### config.mk
export PLATFORM = sky130hd
export DESIGN_NAME = pfu_unit
export DESIGN_NICKNAME = d
export VERILOG_FILES = /design/src/rtl/pfu_pkg.sv /design/src/rtl/pfu_cfg_store.sv /design/src/rtl/pfu_lut_array.sv /design/src/rtl/pfu_id_check.sv /design/src/rtl/pfu_unit.sv
export SDC_FILE = /design/constraint.sdc
export NUM_CORES = 1
export LEC_CHECK = 0
export ABC_AREA = 1
export BUFFER_PORTS_ARGS = -buffer_cell sky130_fd_sc_hd__buf_2
export CELL_PAD_IN_SITES_DETAIL_PLACEMENT = 1
export CELL_PAD_IN_SITES_GLOBAL_PLACEMENT = 1
export CORE_ASPECT_RATIO = 0.7
export CORE_UTILIZATION = 48
export DETAILED_ROUTE_END_ITERATION = 7
export PLACE_DENSITY_LB_ADDON = 0.2
export REMOVE_ABC_BUFFERS = 1
export SYNTH_ARGS = -nofsm -noshare
export SYNTH_HDL_FRONTEND = slang
export SYNTH_SLANG_ARGS = --single-unit
### constraint.sdc
create_clock -name clk -period 2.1 [get_ports clk]
set_input_delay 0.42 -clock clk [delete_from_list [all_inputs] [get_ports clk]]
set_output_delay 0.42 -clock clk [all_outputs]
set_load 0.03 [all_outputs]
### src/rtl/pfu_pkg.sv
package pfu_pkg;
  // Inputs per slice table: A[i], B[i], A[i-1], B[i-1]
  localparam int LUT_IN   = 4;
  localparam int LUT_BITS = 1 << LUT_IN;

  typedef logic [LUT_BITS-1:0] lut_t;

  // Table address: bit0=A[i], bit1=B[i], bit2=A[i-1], bit3=B[i-1]
  function automatic logic [LUT_IN-1:0] lut_addr(input logic a_cur, input logic b_cur,
                                                  input logic a_prv, input logic b_prv);
    return {b_prv, a_prv, b_cur, a_cur};
  endfunction
endpackage

### src/rtl/pfu_cfg_store.sv
module pfu_cfg_store
  import pfu_pkg::*;
#(
  parameter int W     = 32,
  parameter int FID_W = 11,
  localparam int SEL_W = (W > 1) ? $clog2(W) : 1
) (
  input  logic               clk,
  input  logic               rst,
  input  logic               fid_we,
  input  logic [FID_W-1:0]   fid_in,
  input  logic               lut_we,
  input  logic [SEL_W-1:0]   lut_sel,
  input  lut_t               lut_in,
  output logic               cfg_ok,
  output logic [FID_W-1:0]   cur_fid,
  output logic [W*LUT_BITS-1:0] lut_flat
);
  always_ff @(posedge clk) begin
    if (rst) begin
      cfg_ok  <= 1'b0;
      cur_fid <= '0;
    end else if (fid_we) begin
      cfg_ok  <= 1'b1;
      cur_fid <= fid_in;
    end
  end

  // Table bits carry no reset; every slice is read in parallel
  for (genvar i = 0; i < W; i++) begin : g_tbl
    lut_t tbl_q;
    always_ff @(posedge clk) begin
      if (lut_we && lut_sel == SEL_W'(i))
        tbl_q <= lut_in;
    end
    assign lut_flat[i*LUT_BITS +: LUT_BITS] = tbl_q;
  end
endmodule

### src/rtl/pfu_lut_array.sv
module pfu_lut_array
  import pfu_pkg::*;
#(
  parameter int W = 32
) (
  input  logic [W-1:0]          a,
  input  logic [W-1:0]          b,
  input  logic [W*LUT_BITS-1:0] lut_flat,
  output logic [W-1:0]          y
);
  for (genvar i = 0; i < W; i++) begin : g_slice
    logic a_prv, b_prv;
    lut_t tbl;
    if (i == 0) begin : g_lsb
      assign a_prv = 1'b0;
      assign b_prv = 1'b0;
    end else begin : g_upr
      assign a_prv = a[i-1];
      assign b_prv = b[i-1];
    end
    assign tbl  = lut_flat[i*LUT_BITS +: LUT_BITS];
    assign y[i] = tbl[lut_addr(a[i], b[i], a_prv, b_prv)];
  end
endmodule

### src/rtl/pfu_id_check.sv
module pfu_id_check #(
  parameter int FID_W = 11
) (
  input  logic             iss_vld,
  input  logic [FID_W-1:0] iss_fid,
  input  logic             cfg_ok,
  input  logic [FID_W-1:0] cur_fid,
  output logic             hit,
  output logic             miss
);
  logic same;
  assign same = cfg_ok && (iss_fid == cur_fid);
  assign hit  = iss_vld && same;
  assign miss = iss_vld && !same;
endmodule

### src/rtl/pfu_unit.sv
module pfu_unit
  import pfu_pkg::*;
#(
  parameter int W     = 32,
  parameter int FID_W = 11,
  localparam int SEL_W = (W > 1) ? $clog2(W) : 1
) (
  input  logic             clk,
  input  logic             rst,
  input  logic             iss_vld,
  input  logic [FID_W-1:0] iss_fid,
  input  logic [W-1:0]     iss_a,
  input  logic [W-1:0]     iss_b,
  output logic             res_vld,
  output logic             res_fault,
  output logic [W-1:0]     res_data,
  input  logic             cfg_fid_we,
  input  logic [FID_W-1:0] cfg_fid,
  input  logic             cfg_lut_we,
  input  logic [SEL_W-1:0] cfg_lut_sel,
  input  logic [LUT_BITS-1:0] cfg_lut_bits
);
  logic                  cfg_ok;
  logic [FID_W-1:0]      cur_fid;
  logic [W*LUT_BITS-1:0] lut_flat;
  logic [W-1:0]          fn_out;
  logic                  hit, miss;

  pfu_cfg_store #(.W(W), .FID_W(FID_W)) u_cfg (
    .clk(clk), .rst(rst),
    .fid_we(cfg_fid_we), .fid_in(cfg_fid),
    .lut_we(cfg_lut_we), .lut_sel(cfg_lut_sel), .lut_in(cfg_lut_bits),
    .cfg_ok(cfg_ok), .cur_fid(cur_fid), .lut_flat(lut_flat)
  );

  pfu_lut_array #(.W(W)) u_fn (
    .a(iss_a), .b(iss_b), .lut_flat(lut_flat), .y(fn_out)
  );

  pfu_id_check #(.FID_W(FID_W)) u_id (
    .iss_vld(iss_vld), .iss_fid(iss_fid),
    .cfg_ok(cfg_ok), .cur_fid(cur_fid),
    .hit(hit), .miss(miss)
  );

  always_ff @(posedge clk) begin
    if (rst) begin
      res_vld   <= 1'b0;
      res_fault <= 1'b0;
      res_data  <= '0;
    end else begin
      res_vld   <= hit;
      res_fault <= miss;
      res_data  <= hit ? fn_out : '0;
    end
  end
endmodule

==> metrics.cfg <==
[yosys]
avgSynthCellArea_um2 = 10.7
yosys.area_share.adder_pct = 0
ys.flop_type = edfxtp_1
ys_types = 23
synth_top_family_by_area = simple AND/OR/NAND/NOR gates
synth_edf_count = 500
netlist_area_um2 = 22300
synth_compound_area_share_pct = 5.43
synthSimpleGateAreaFrac_pct = 17.8
synth_top_area_share_pct = 67.4
async_flop_share_pct = 0
synthTopCellsByArea = edfxtp_1, nand2_1, o21ai_0
synth_seq_cells = 546
synth.mux.area_fraction_pct = 0.0449
yosysWarnings = 0
synth_xor_xnor_area_share_pct = 0.0393
ys_seq_area_share_pct = 71.5
yosysTopAreaCell = edfxtp_1
netlist_instances = 2084

[global_routing]
grt_first_pass_wirelength_mm = 97.7
antenna_found_initial = 1
grtUsageTotal_pct = 27.5
grt_max_degree = 34
first_global_vias = 16750
overflow = 0

[clock_network]
h-tree-depth = 2
clockRootBuffer = clkbuf_16
clockBufferDepth = 3
cts_resized = 0
cts_setup_buffers = 0
cts_hold_buf = 0
cts.sinks = 546
cts_buffers = 53
cts_tree = built
insertion_delay_ns = 0.59
path_clk_slew_ns = 0.06

[power]
intPower_mw = 18.2
power.density_nw_per_um2 = 899
peakVddDrop_uv = 685
p_switching_mw = 5.26
p_leak_nw = 10.7
pwr-share-comb_pct = 6.6
sw_frac_of_total_pct = 22.4
p_total_mw = 23.5
p_seq_share_pct = 51.2
power.share.clock_pct = 42.2

[drt]
vias = 15953
firstDrtPassIters = 5
drtIter0Drc = 1355
avgViaCountPerCell = 5.39
ant_nets = 0
drcViolationCount = 0
wire_per_inst_um = 21.8
wirelength_mm = 64.6

[floorplan]
dieArea_um2 = 47300
die_w_um = 260
num_rows = 65
coreArea_um2 = 45400
ioPinCount = 146
initial_core_util_pct = 49.1
dieHeight_um = 182

[cells_and_area]
drive_gt1_share_pct = 12.7
layout_commonest_cell = nand2_1
synthToLayoutAreaGrowth_pct = 17.1
fin_cells = 2959
final_cell_mix = nand2_1, edfxtp_1, nor2_1, inv_1, o21ai_0
nNetsFinal = 2421

[timing]
slew_headroom_pct = 45.5
setup_viol = 0
hold_violations = 0
fin_skew_ns = 0.0233
finalSetupTns_ns = 0
min_period_ns = 1.61
max_clock_freq_ghz = 0.619
slew_violations = 0
rsz0062_at_grt = false
tightest_slew_ns = 0.818
fin_crit_sh_pct = 76.9

[outcome]
status = complete, no violations

[worst_setup_path]
critPathMaxStageDelay_ns = 0.38
worst_path_max_delay_cell = dfxtp_1
worstPathCellList = buf_2
startpoint_type = flop
crit_family = flip-flops
crit_buf_inv = 1
end_kind = output port
cp_max_fo = 1
crit_required_ns = 1.68
cp.arrival_ns = 1.19
critPathKind = flop to output port

[min_path]
min_path_type = input pin to flop

[placement]
port_buffers = 145
routabilityCongestion = 0.813
dp.cells = 2857
dp_hpwl_mm = 38.9

[run]
drv_cap = 0

-- per-stage QoR --
step | area (um2) | utilization [%] | worst slack [ns] | hold WS (ns)
floorplan | 22100 | - | 0.251 | 0.438
global placement | 24300 | 53.5 | 0.199 | 0.457
detailed placement | 24300 | 53.5 | 0.124 | 0.466
CTS | 26100 | 57.5 | 0.453 | 0.0808
global route | 26100 | 57.5 | 0.388 | 0.0994
finish | 26100 | 57.5 | 0.485 | 0.103
-- cell usage after synthesis, types with 3 or more instances --
master,count
inv_1,217
dfxtp_1,46
nand2_1,636
clkbuf_1,5
inv_2,3
o21ai_0,198
edfxtp_1,500
buf_6,3
buf_2,34
clkinv_1,30
nand3_1,125
a21oi_1,40
nor2_1,234
-- worst paths after layout --
check                                      start               end  slack, ns  depth (start not counted)
worst max register to register  u_cfg.cur_fid[4]      res_data[10]       0.57                          7
worst max-delay path                res_data[13]      res_data[13]       0.49                          1
worst min-delay path                         rst      u_cfg.cfg_ok       0.10                          2
worst min register to register  u_cfg.cur_fid[9]  u_cfg.cur_fid[9]       0.48                          2
-- routing by layer --
layer | global-route usage, % | vias up | share of wire (%)
met4 | 8.47 | 0 | 2.8
met1 | 36.5 | 8031 | 43
met3 | 3.44 | 129 | 4.9
met5 | 0 | - | 0
li1 | - | 7363 | -
met2 | 47.3 | 430 | 49
-- cell families (layout without fill, tap and decap cells) --
family	count (synthesis)	count (layout)
buf+inv	292	562
compound gates	241	241
other cells	0	2
simple gates	1003	1003
flops	546	546
xor+xnor	1	1
mux	1	1
-- cell type report --
cell class / instances / area (um2)
multi-input combinational: 1246 / 5190
tap: 603 / 754
sequential: 546 / 15900
clock buffer: 73 / 1480
inverter: 250 / 938
timing repair buffer: 212 / 1480
antenna: 2 / 5.00
clock inverter: 27 / 312
fill: 4910 / 19300
-- power groups by stage --
stage	clock [mW]	combinational (mW)	sequential, mW
floorplan	0	0.614	12.3
global placement	0	1.45	12.3
detailed placement	0	1.52	12.3
CTS	10.0	1.55	12.0
global route	10.4	1.68	12.0
finish	9.91	1.54	12.0
-- sequential cells by signal (all words and copies together), names as in the netlist --
signal,cells
res_data,32
res_fault,1
res_vld,1
u_cfg.cfg_ok,1
u_cfg.cur_fid,11
u_cfg.g_tbl.tbl_q,500
(Power assumes the default switching activity.)
